`src/rtl/shdn_filt_pkg.sv`:
```
package shdn_filt_pkg;

  typedef enum logic [1:0] {
    MODE_EDGE  = 2'b00,
    MODE_DIV_A = 2'b01,
    MODE_DIV_B = 2'b10,
    MODE_DIV_C = 2'b11
  } detMode_e;

  // strobes from control to datapath
  typedef struct packed {
    logic edgeMode;    // falling-edge detection selected
    logic sampleTick;  // take one pin sample this cycle
    logic restart;     // mode just written: drop the low-sample run
  } filtStrobe_t;

endpackage

```
`src/rtl/shdn_filt_ctrl.sv`:
```
module shdn_filt_ctrl
  import shdn_filt_pkg::*;
#(
  parameter int DIV_A = 8,
  parameter int DIV_B = 16,
  parameter int DIV_C = 128
) (
  input  logic        clk,
  input  logic        porN,
  input  logic        anyRstN,
  input  logic        modeWrEn,
  input  logic [1:0]  modeWrData,
  output filtStrobe_t strobe
);

  localparam int DIV_AB  = (DIV_A > DIV_B) ? DIV_A : DIV_B;
  localparam int DIV_MAX = (DIV_AB > DIV_C) ? DIV_AB : DIV_C;
  localparam int PRE_W   = (DIV_MAX > 2) ? $clog2(DIV_MAX) : 1;

  detMode_e         modeQ;
  logic             lockedQ;
  logic             wrAccept;
  logic [PRE_W-1:0] preCnt;
  logic [PRE_W-1:0] preLimit;

  assign wrAccept = modeWrEn && !lockedQ;

  // mode field and write-once lock: power-on reset only
  always_ff @(posedge clk or negedge porN) begin
    if (!porN) begin
      modeQ   <= MODE_EDGE;
      lockedQ <= 1'b0;
    end else if (wrAccept) begin
      modeQ   <= detMode_e'(modeWrData);
      lockedQ <= 1'b1;
    end
  end

  always_comb begin
    case (modeQ)
      MODE_DIV_A: preLimit = PRE_W'(DIV_A - 1);
      MODE_DIV_B: preLimit = PRE_W'(DIV_B - 1);
      MODE_DIV_C: preLimit = PRE_W'(DIV_C - 1);
      default:    preLimit = '0;
    endcase
  end

  always_ff @(posedge clk or negedge anyRstN) begin
    if (!anyRstN) begin
      preCnt <= '0;
    end else if (wrAccept || preCnt == preLimit) begin
      preCnt <= '0;
    end else begin
      preCnt <= preCnt + 1'b1;
    end
  end

  assign strobe.edgeMode   = (modeQ == MODE_EDGE);
  assign strobe.sampleTick = (modeQ != MODE_EDGE) && (preCnt == preLimit);
  assign strobe.restart    = wrAccept;

  // once locked, the mode field never moves until power-on reset
  assert_mode_locked_R7: assert property (@(posedge clk) disable iff (!porN)
    lockedQ |=> $stable(modeQ));

  // samples never come on back-to-back cycles in any sampled mode
  assert_tick_spacing_R3: assert property (@(posedge clk) disable iff (!anyRstN)
    strobe.sampleTick |=> !strobe.sampleTick);

endmodule

```
`src/rtl/shdn_filt_dp.sv`:
```
module shdn_filt_dp
  import shdn_filt_pkg::*;
#(
  parameter int SAMPLES     = 16,
  parameter int SYNC_STAGES = 2
) (
  input  logic        clk,
  input  logic        anyRstN,
  input  logic        pinN,
  input  filtStrobe_t strobe,
  output logic        reqPulse,
  output logic        reqSticky
);

  localparam int                CNT_W    = (SAMPLES > 2) ? $clog2(SAMPLES) : 1;
  localparam logic [CNT_W-1:0]  CNT_LAST = CNT_W'(SAMPLES - 1);

  logic [SYNC_STAGES-1:0] syncStg;
  logic                   pinSync;
  logic                   prevQ;
  logic                   armedQ;
  logic [CNT_W-1:0]       lowCnt;
  logic                   edgeHit;
  logic                   levelHit;
  logic                   fire;

  // synchronizer chain
  always_ff @(posedge clk or negedge anyRstN) begin
    if (!anyRstN) syncStg[0] <= 1'b1;
    else          syncStg[0] <= pinN;
  end

  for (genvar gi = 1; gi < SYNC_STAGES; gi++) begin : g_sync
    always_ff @(posedge clk or negedge anyRstN) begin
      if (!anyRstN) syncStg[gi] <= 1'b1;
      else          syncStg[gi] <= syncStg[gi-1];
    end
  end

  assign pinSync = syncStg[SYNC_STAGES-1];

  assign edgeHit  = strobe.edgeMode && prevQ && !pinSync;
  assign levelHit = !strobe.edgeMode && strobe.sampleTick && !pinSync &&
                    (lowCnt == CNT_LAST);
  assign fire     = armedQ && (edgeHit || levelHit);

  always_ff @(posedge clk or negedge anyRstN) begin
    if (!anyRstN) begin
      prevQ     <= 1'b1;
      armedQ    <= 1'b0;
      lowCnt    <= '0;
      reqPulse  <= 1'b0;
      reqSticky <= 1'b0;
    end else begin
      prevQ    <= pinSync;
      reqPulse <= fire;
      if (fire)         reqSticky <= 1'b1;
      if (fire)         armedQ    <= 1'b0;
      else if (pinSync) armedQ    <= 1'b1;
      if (strobe.restart) begin
        lowCnt <= '0;
      end else if (strobe.sampleTick) begin
        if (pinSync)                lowCnt <= '0;
        else if (lowCnt != CNT_LAST) lowCnt <= lowCnt + 1'b1;
      end
    end
  end

  // a pulse lasts one cycle
  assert_pulse_single_R5: assert property (@(posedge clk) disable iff (!anyRstN)
    reqPulse |=> !reqPulse);

  // a pulse only follows an armed state (pin seen high since last request)
  assert_pulse_armed_R5: assert property (@(posedge clk) disable iff (!anyRstN)
    reqPulse |-> $past(armedQ));

  // in sampled modes a pulse needs a full run of low samples
  assert_full_run_R3: assert property (@(posedge clk) disable iff (!anyRstN)
    (reqPulse && !$past(strobe.edgeMode)) |-> ($past(lowCnt) == CNT_LAST));

  // status follows the pulse and then holds
  assert_sticky_set_R6: assert property (@(posedge clk) disable iff (!anyRstN)
    reqPulse |-> reqSticky);
  assert_sticky_hold_R6: assert property (@(posedge clk) disable iff (!anyRstN)
    reqSticky |=> reqSticky);

endmodule

```
`src/rtl/shdn_req_filter.sv`:
```
module shdn_req_filter
  import shdn_filt_pkg::*;
#(
  parameter int DIV_A       = 8,
  parameter int DIV_B       = 16,
  parameter int DIV_C       = 128,
  parameter int SAMPLES     = 16,
  parameter int SYNC_STAGES = 2
) (
  input  logic       clk,
  input  logic       porN,
  input  logic       rstN,
  input  logic       pinN,
  input  logic       modeWrEn,
  input  logic [1:0] modeWrData,
  output logic       reqPulse,
  output logic       reqSticky
);

  logic        anyRstN;
  filtStrobe_t strobe;

  assign anyRstN = porN & rstN;

  shdn_filt_ctrl #(
    .DIV_A(DIV_A), .DIV_B(DIV_B), .DIV_C(DIV_C)
  ) ctrl_i (
    .clk        (clk),
    .porN       (porN),
    .anyRstN    (anyRstN),
    .modeWrEn   (modeWrEn),
    .modeWrData (modeWrData),
    .strobe     (strobe)
  );

  shdn_filt_dp #(
    .SAMPLES(SAMPLES), .SYNC_STAGES(SYNC_STAGES)
  ) dp_i (
    .clk       (clk),
    .anyRstN   (anyRstN),
    .pinN      (pinN),
    .strobe    (strobe),
    .reqPulse  (reqPulse),
    .reqSticky (reqSticky)
  );

  // nothing is reported straight out of power-on reset
  assert_quiet_after_por_R1: assert property (@(posedge clk) disable iff (!anyRstN)
    $rose(porN) |-> (!reqPulse && !reqSticky));

endmodule

```
`config.mk`:
```
export PLATFORM = sky130hd
export DESIGN_NAME = shdn_req_filter
export DESIGN_NICKNAME = d
export VERILOG_FILES = /design/src/rtl/shdn_filt_pkg.sv /design/src/rtl/shdn_filt_ctrl.sv /design/src/rtl/shdn_filt_dp.sv /design/src/rtl/shdn_req_filter.sv
export SDC_FILE = /design/constraint.sdc
export NUM_CORES = 1
export LEC_CHECK = 0
export ABC_AREA = 1
export BUFFER_PORTS_ARGS = -buffer_cell sky130_fd_sc_hd__buf_2
export CORE_MARGIN = 3
export CORE_UTILIZATION = 60
export DETAILED_ROUTE_END_ITERATION = 6
export MAX_ROUTING_LAYER = met4
export PLACE_DENSITY = 0.8
export REMOVE_ABC_BUFFERS = 1
export SYNTH_ARGS = -nofsm -noshare
export SYNTH_HDL_FRONTEND = slang
export SYNTH_SLANG_ARGS = --single-unit
```
`constraint.sdc`:
```
create_clock -name clk -period 2.1 [get_ports clk]
set_clock_uncertainty 0.05 [all_clocks]
set_input_delay 0.21 -clock clk [delete_from_list [all_inputs] [get_ports clk]]
set_output_delay 0.21 -clock clk [all_outputs]
set_load 0.005 [all_outputs]
```
==> metrics, run 1 <==
largest net degree at the start of global routing=18; warnings from Yosys=0; Initial DRC Count=17; final hold violation count=0; largest family of logic cells by synthesized area=simple AND/OR/NAND/NOR gates; status=complete, no violations; H-tree lvl count=1; Synth Cell Area=about 990 um2; max_cap viols=0; async set or reset register ratio after synthesis=100%; CTS Buffer Depth=2; fin area=about 1100 um2; Die Y=46.6 um; multiplexer area fraction after synthesis=0%; Seq cells post-synth=20; Final Critical Period=1360 ps; Internal Power=0.745 mW; post-synthesis xor/xnor area fraction=2.65%; number of global-route vias before repair=637; Synth area leader=dfrtp_1; I/O Pins=9; Crit Path Category=reg2reg; most used cell, CP=nand2_1; slowest CP cell=dfrtp_1; Area Growth Syn to Fin=12.8%; root buffer cell=clkbuf_4; gpl congestion=0.803; Post-synth EDFFs=0; pwr/cell area=1040 nW/um2; via count=about 720; CTS Sinks=20; Avg Cell Area, Syn=8.53 um2; nets@finish=around 140; Final period util=approximately two thirds; Total GRT Usage=18.6%; post-route ant nets=0; part of the power in combinational logic=31.1%; most frequent cells after synthesis=nand2_1 (31), dfrtp_1 (17), inv_1 (15), nor2_1 (15), nand3_1 (8); Sw Pwr=0.417 mW; Routed WL=between 1500 and 2000 um; Critical Path Source Type=flop; IO buf count=8; total grt overflow=0; Least-Margin Pin Slew=600 ps; DP Area=1050 um2; TritonRoute pass-1 iters=4; post-route setup slack=739 ps; # diodes=0; CP arrival=approximately 1500 ps; post-CTS sizing=0; worst hold-check path type=in2reg; die area=2170 um2; Clk pin slew, worst setup/hold paths=100 ps; worst-path cell chain=inv_2 > nand2_2 > nand2_1 > nand2_1 > nor2_2 > nand3_2 > nand2_4 > nand2_4 > nand2_1 > nand2_1; Pleak=0.585 nW; Worst VDD drop=0.000785 V; Detailed Place HPWL=roughly 1200 um; CTS Buf Count=3; Critical Path RT=2250 ps; Max Freq=about 730 MHz; core area=~1500 um2; setup violators final=0; Post-Synth Simple-Gate Area=roughly a third; Max-slew headroom=between 50 and 60%; Initial Utilization=64.9%; share of layout cells above drive strength 1=23.7%; DR vias/cell=around 4.9; post-synthesis compound-gate area fraction=3.79%; final slew viol count=0; Netlist cell types=22; RSZ-0062 raised after global routing=no; sw frac=35.9%; CP peak stage delay=420 ps; pre-CTS WS=about 760 ps; top_reg_cell synth=dfrtp_1; Syn Inst Count=116; number of remaining DRC errors=0; Clock Latency Late Sink=between 200 and 300 ps; Seq/Total Area, Yosys=50.9%; Die X=46.6 um; Crit path max-delay family=simple AND/OR/NAND/NOR gates; Worst setup EP type=flop; Reg power frac=50.3%; most instantiated library cell after synthesis=nand2_1; routed wire length per instance=10.7 um; critical-path maximum fanout=5; initial antenna violation count=0; TNS Setup=0 ps; clock network power share=18.6%; CTS tree=built; Synth top area share=between 40% and 50%; Adder-Cell Fraction of Synth Area=2.53%; num rows=14; Post-CTS Setup Repair Bufs=0; Area contributors post-synth=dfrtp_1 (43%), nand2_1 (12%), dfstp_2 (8.0%); first-pass GRT wire length=2620 um; Bufs and invs on worst path=1
state kept, by name, indices dropped and copies added, names as in the netlist:
signal / cells
ctrl_i.preCnt: 7
dp_i.lowCnt: 4
ctrl_i.modeQ: 2
ctrl_i.lockedQ: 1
dp_i.armedQ: 1
dp_i.pinSync: 1
dp_i.prevQ: 1
dp_i.reqPulse: 1
dp_i.reqSticky: 1
dp_i.syncStg: 1
through the flow:
stage	util, %	total power [mW]	std cells	hold slack (ps)
5_1_grt	73.2	1.26	147	50.2
4_1_cts	73.2	1.17	147	63.0
3_5_place_dp	68.9	0.948	140	-36.0
2_1_floorplan	-	0.872	116	-136
3_3_place_gp	68.9	0.933	140	-36.1
6_report	73.2	1.16	147	70.0
power groups by stage:
| stage | Combinational, mW | Sequential [mW] | Clock [mW] |
|---|---|---|---|
| global route | 0.418 | 0.601 | 0.242 |
| finish | 0.362 | 0.584 | 0.215 |
| CTS | 0.362 | 0.584 | 0.221 |
| detailed placement | 0.357 | 0.591 | 0 |
| floorplan | 0.304 | 0.568 | 0 |
| global placement | 0.350 | 0.583 | 0 |
per-layer routing:
metal / part of all wire [%] / routed length [um] / GRT usage (%)
met1: 49 / 766 / 22.4
met2: 45 / 705 / 28.3
met3: 4.2 / 67 / 4.69
met4: 2.5 / 39 / 9.94
met5: 0 / 0 / -
final timing paths:
kind | to | cells after the start | startpoint | slack (ps)
max in group asynchronous | dp_i.lowCnt[0] | 4 | porN | 1040
hold / removal | ctrl_i.lockedQ | 2 | modeWrEn | 70
hold reg to reg | dp_i.pinSync | 0 | dp_i.syncStg[0] | 310
min in group asynchronous | ctrl_i.lockedQ | 2 | porN | 200
setup reg to reg | dp_i.lowCnt[2] | 10 | ctrl_i.modeQ[1] | 740
setup / recovery | dp_i.lowCnt[2] | 10 | ctrl_i.modeQ[1] | 740
cell usage in the layout (no fill, tap or decap), drive strengths merged:
cell / synthesis / layout
a21oi: 3 / 3
buf: 0 / 8
clkbuf: 0 / 4
dfrtp: 17 / 17
dfstp: 3 / 3
dlygate4sd3: 0 / 3
ha: 2 / 2
inv: 17 / 17
nand2: 35 / 35
nand3: 11 / 11
nand4: 1 / 1
nor2: 17 / 17
nor3: 1 / 1
nor3b: 2 / 2
o21ai: 3 / 3
or2: 1 / 1
xnor2: 1 / 1
xor2: 2 / 2
cell families after synthesis:
logic type                 Yosys count
AOI/OAI and AO/OA                    6
xor gates and xnor gates             3
adders and majority gates            2
buffers and inverters               17
DFF                                 20
and+or+nand+nor                     68
what timing repair did:
item,4_1_cts,5_1_grt
endpoints found under the setup margin,0,0
hold buffers,3,0
endpoints found under the hold margin,18,0
layout make-up:
type | count | area (um2)
clock buffers | 4 | 36.3
inverters | 17 | 63.8
fillers | 107 | 408
repair buffers | 11 | 70.1
multi-input cells | 79 | 422
flip-flops and latches | 20 | 504
well taps | 16 | 20.0
No activity file was read; power rests on OpenSTA's default activity.
==> run 2: changes to the inputs <==
--- a/config.mk
+++ b/config.mk
@@ -8,10 +8,10 @@
 export ABC_AREA = 1
 export BUFFER_PORTS_ARGS = -buffer_cell sky130_fd_sc_hd__buf_2
 export CORE_MARGIN = 3
-export CORE_UTILIZATION = 60
+export CORE_UTILIZATION = 51
 export DETAILED_ROUTE_END_ITERATION = 6
 export MAX_ROUTING_LAYER = met4
-export PLACE_DENSITY = 0.8
+export PLACE_DENSITY = 0.73
 export REMOVE_ABC_BUFFERS = 1
 export SYNTH_ARGS = -nofsm -noshare
 export SYNTH_HDL_FRONTEND = slang
==> constraint.sdc (replaced) <==
create_clock -name clk -period 1.1 [get_ports clk]
set_clock_uncertainty 0.05 [all_clocks]
set_input_delay 0.11 -clock clk [delete_from_list [all_inputs] [get_ports clk]]
set_output_delay 0.11 -clock clk [all_outputs]
set_load 0.005 [all_outputs]
==> run 2 against run 1 <==
Compared with the run above:
- the flow now finishes with violations (setup timing)
- combinational power grew to 3.7 times the previous value
- first-iteration DRC count increased by 76%
- register-to-register slack worse by 1100 ps
- largest power group is now combinational logic
- final area increased by 27%
- largest cell class unchanged
- flip-flop and latch count stayed put
- clock power increased to 2.9 times the previous value
- global-route usage rose by 1.5 points
- highest routed layer unchanged
==> metrics, run 2 (synthesized netlist as in run 1, its figures left out) <==
Least-Margin Pin Slew=around 230 ps; CTS Buf Count=3; Bufs and invs on worst path=1; Clock Latency Late Sink=310 ps; core area=approximately 1800 um2; cell depth of the worst flop-to-flop path=10; I/O Pins=9; fin area=1420 um2; Routed WL=approximately 2600 um; via count=951; biggest registers after layout=ctrl_i.preCnt (7), dp_i.lowCnt (4), ctrl_i.modeQ (2); number of global-route vias before repair=876; Die X=50.1 um; TNS Setup=-4370 ps; DP Area=1180 um2; # diodes=0; Crit path max-delay family=simple AND/OR/NAND/NOR gates; die area=between 2000 and 3000 um2; H-tree lvl count=1; number of remaining DRC errors=0; Initial Utilization=55.5%; status=finished, violations left; share of layout cells above drive strength 1=a little over two fifths; Final Critical Period=1460 ps; Pwr Total=3.06 mW; RSZ-0062 raised after global routing=yes; final slew viol count=0; critical-path maximum fanout=5; Crit Path Category=reg2reg; FF-to-FF setup slack=-360 ps; Largest register FFs=7; DR vias/cell=5.23; most frequent cells in the layout=nand2_1 (24), buf_4 (23), dfrtp_1 (17); first-pass GRT wire length=3590 um; Total GRT Usage=20.1%; total grt overflow=0; initial antenna violation count=0; worst hold-check path type=in2async; most used cell, CP=nand2_4; Reg-to-Reg End=dp_i.lowCnt[2]; Pleak=0.741 nW; most common cell after layout, fill and taps aside=nand2_1; Max Freq=685 MHz; Initial DRC Count=30; final hold violation count=0; slowest CP cell=dfrtp_1; post-route setup slack=-360 ps; Reg-to-Reg Start=ctrl_i.modeQ[1]; gpl congestion=0.840; non-filler cells, final=182; CTS tree=built; IO buf count=8; TritonRoute pass-1 iters=4; CTS Buffer Depth=2; failing checks=setup timing; Biggest register=ctrl_i.preCnt; dpl cells=165; nets@finish=167; routed wire length per instance=14.1 um; CTS Sinks=20; pwr/cell area=between 2000 and 2500 nW/um2; Critical Path RT=1270 ps; Max-slew headroom=between 80% and 90%; Worst VDD drop=0.00195 V; Final period util=133%; Area Growth Syn to Fin=43.7%; post-route ant nets=0; Detailed Place HPWL=1370 um; Hold WS=between 60 and 70 ps; root buffer cell=clkbuf_4; Critical Path Source Type=flop; CP peak stage delay=440 ps; CP arrival=1630 ps; Clk pin slew, worst setup/hold paths=between 100 and 150 ps; num rows=15; worst-path cell chain=inv_2 > nand2_4 > nand2_4 > nand2_4 > nor2_4 > nand3_2 > nand2_4 > nand2_4 > nand2_1 > nand2_1; Worst setup EP type=flop; setup violators final=15; max_cap viols=0; Die Y=50.1 um; largest net degree at the start of global routing=18
==> run 2: cell count changes in the layout (fill, tap and decap cells not counted), sizes merged <==
cell	change
dlygate4sd3	+3
buf	+23
clkbuf	-1
bufinv	+1
==> run 2: through the flow <==
step	setup WS [ps]	util, %
2_1_floorplan	-154	-
6_report	-360	79.8
3_3_place_gp	-196	66.2
5_1_grt	-419	79.8
4_1_cts	-254	75.2
3_5_place_dp	-240	66.2
==> run 2: final cells by class <==
class	count	area (um2)
sequential	20	504
multi-input combinational	79	498
inverter	17	63.8
tap	25	31.3
clock inverter	1	30.0
timing repair buffer	37	273
fill	106	360
clock buffer	3	22.5
==> run 2: worst max-delay path by stage <==
stage,startpoint,to,slack [ps],cells after the start
detailed placement,ctrl_i.modeQ[1],dp_i.lowCnt[2],-240,10
CTS,ctrl_i.modeQ[1],dp_i.lowCnt[2],-250,10
finish,ctrl_i.modeQ[1],dp_i.lowCnt[2],-360,10
global route,ctrl_i.modeQ[1],dp_i.lowCnt[0],-420,10
floorplan,ctrl_i.modeQ[1],dp_i.lowCnt[0],-150,10
global placement,ctrl_i.modeQ[1],dp_i.lowCnt[0],-200,10
==> run 2: power breakdown <==
group | leakage (nW) | switching (mW) | total (mW) | internal (mW)
Sequential | 0.243 | 0.190 | 1.12 | 0.928
Combinational | 0.470 | 0.689 | 1.33 | 0.640
Clock | 0.0279 | 0.249 | 0.618 | 0.368
Total | 0.741 | 1.13 | 3.06 | 1.94
==> run 2: layer usage <==
layer | part of all wire, % | routed length [um] | global-route usage [%] | up-vias
met5 | 0 | 0 | - | -
met4 | 3.3 | 85 | 10.1 | 0
met3 | 3.6 | 92 | 3.32 | 9
met2 | 54 | 1380 | 36.5 | 41
met1 | 40 | 1020 | 20.3 | 462
li1 | - | - | - | 439
==> run 2: what timing repair did <==
item	in CTS	in global routing
gates resized for setup	11	10
gates cloned	0	0
hold buffers	6	0
endpoints found under the hold margin	24	0
pin swaps	1	10
buffers inserted	2	5
setup endpoints to repair	14	15
==> run 2: worst reg2reg max path: cells and delay by family (launching register included) <==
kind | cells | cell delay [ps]
AND/OR/NAND/NOR | 9 | 770
buffers and inverters | 1 | 110
flip-flops | 1 | 440
==> run 3: changes to the inputs <==
--- a/config.mk
+++ b/config.mk
@@ -12,6 +12,7 @@
 export DETAILED_ROUTE_END_ITERATION = 6
 export MAX_ROUTING_LAYER = met4
 export PLACE_DENSITY = 0.73
+export RECOVER_POWER = 50
 export REMOVE_ABC_BUFFERS = 1
 export SYNTH_ARGS = -nofsm -noshare
 export SYNTH_HDL_FRONTEND = slang
==> run 3 against run 2 <==
Compared with the run above:
- the flow still finishes with violations (setup timing)
- largest power group unchanged
- sequential share of layout area is 0.094 points higher
- maximum frequency is 0.48% higher
- worst hold slack better by 31 ps
- critical path depth stayed put
- non-clock buffer count stayed put
==> metrics, run 3 (synthesized netlist as in run 1, its figures left out) <==
FF-to-FF setup slack=-350 ps; core area=~1800 um2; CTS Sinks=20; initial antenna violation count=0; DR vias/cell=5.19; Die Y=approximately 50 um; Least-Margin Pin Slew=425 ps; Detailed Place HPWL=1370 um; largest net degree at the start of global routing=18; # diodes=0; Total GRT Usage=20.1%; pwr/cell area=2160 nW/um2; Clock Latency Late Sink=310 ps; Pwr Total=3.06 mW; CTS tree=built; Area Growth Syn to Fin=43.4%; Initial Utilization=55.5%; I/O Pins=9; total grt overflow=0; CP arrival=1620 ps; post-route ant nets=0; setup violators final=15; CTS Buffer Depth=2; via count=approximately 940; number of global-route vias before repair=876; CTS Buf Count=3; biggest registers after layout=ctrl_i.preCnt (7), dp_i.lowCnt (4), ctrl_i.modeQ (2); multi-input logic area=498 um2; Biggest register=ctrl_i.preCnt; H-tree lvl count=1; num rows=15; Reg-to-Reg Start=ctrl_i.modeQ[1]; status=finished, violations left; nets@finish=about 170; worst hold-check path type=in2async; number of remaining DRC errors=0; final slew viol count=0; RSZ-0062 raised after global routing=yes; gpl congestion=approximately 0.84; TNS Setup=-4270 ps; Worst setup EP type=flop; Die X=50.1 um; FILL cells=108; max_cap viols=0; Crit Path Category=reg2reg; Routed WL=2570 um; failing checks=setup timing; Pleak=0.737 nW; TritonRoute pass-1 iters=4; Largest register FFs=7; Critical Path RT=around 1300 ps; first-pass GRT wire length=approximately 3600 um; Sequential cell area=504 um2; Worst Setup SP=ctrl_i.modeQ[1]; Final period util=132%; root buffer cell=clkbuf_4; final hold violation count=0; most frequent cells in the layout=nand2_1 (24), buf_4 (22), dfrtp_1 (17); Max Freq=688 MHz; Max-slew headroom=71.6%; post-route setup slack=-353 ps; most common cell after layout, fill and taps aside=nand2_1; critical-path maximum fanout=5; IO buf count=8; Initial DRC Count=31; Worst VDD drop=0.00195 V; share of layout cells above drive strength 1=41.4%; Final Critical Period=1450 ps; cell depth of the worst flop-to-flop path=10; Reg-to-Reg End=dp_i.lowCnt[2]; Clk pin slew, worst setup/hold paths=120 ps; Critical Path Source Type=flop; die area=2510 um2; routed wire length per instance=14.1 um
## run 3: cell types whose count changed in the layout (fill, tap and decap cells not counted), sizes merged
cell	previous run	this run
clkbuf	3	5
buf	31	29
## run 3: stage by stage
step	instances	setup slack (ps)	instance area (um2)	utilization [%]	hold slack (ps)
finish	182	-353	1420	79.6	96.8
global route	182	-419	1420	79.6	80.2
CTS	177	-254	1340	75.2	65.3
detailed placement	165	-240	1180	66.2	-132
global placement	165	-196	1180	66.2	-135
floorplan	116	-154	990	-	-236
## run 3: area by class of cell
class,instances,share of cell area (%)
flip-flops and latches,20,35.5
multi-input cells,79,35.1
repair buffers,37,19.0
inverters,17,4.50
well taps,25,2.20
clock inverters,1,2.12
clock buffers,3,1.59
## run 3: per-layer routing
layer / wire length (um) / vias up / GRT usage, %
met3: 95 / 9 / 3.32
met5: 0 / - / -
li1: - / 439 / -
met2: 1380 / 42 / 36.5
met1: 1020 / 454 / 20.3
met4: 76 / 0 / 10.1
## run 3: repair_timing
item | CTS | global route
endpoints found under the setup margin | 14 | 15
hold buffers | 6 | 0
resized for setup | 11 | 10
pin swaps | 1 | 10
endpoints found under the hold margin | 24 | 0
buffers inserted | 2 | 5
## run 3: report_power, final
part / switching [mW] / leakage [nW] / internal (mW)
registers: 0.191 / 0.243 / 0.928
logic: 0.687 / 0.466 / 0.638
clock network: 0.251 / 0.0279 / 0.368
## run 3: critical path: stages (launching register included)
cell and delay [ps]:
dfrtp_1 440, inv_2 110, nand2_4 80, nand2_4 90
nand2_4 60, nor2_4 130, nand3_2 120, nand2_4 120
nand2_4 60, nand2_1 60, nand2_1 50
## run 3: worst max-delay path by stage
| stage | endpoint | slack [ps] |
|---|---|---|
| floorplan | dp_i.lowCnt[0] | -150 |
| global placement | dp_i.lowCnt[0] | -200 |
| detailed placement | dp_i.lowCnt[2] | -240 |
| CTS | dp_i.lowCnt[2] | -250 |
| global route | dp_i.lowCnt[0] | -420 |
| finish | dp_i.lowCnt[2] | -350 |
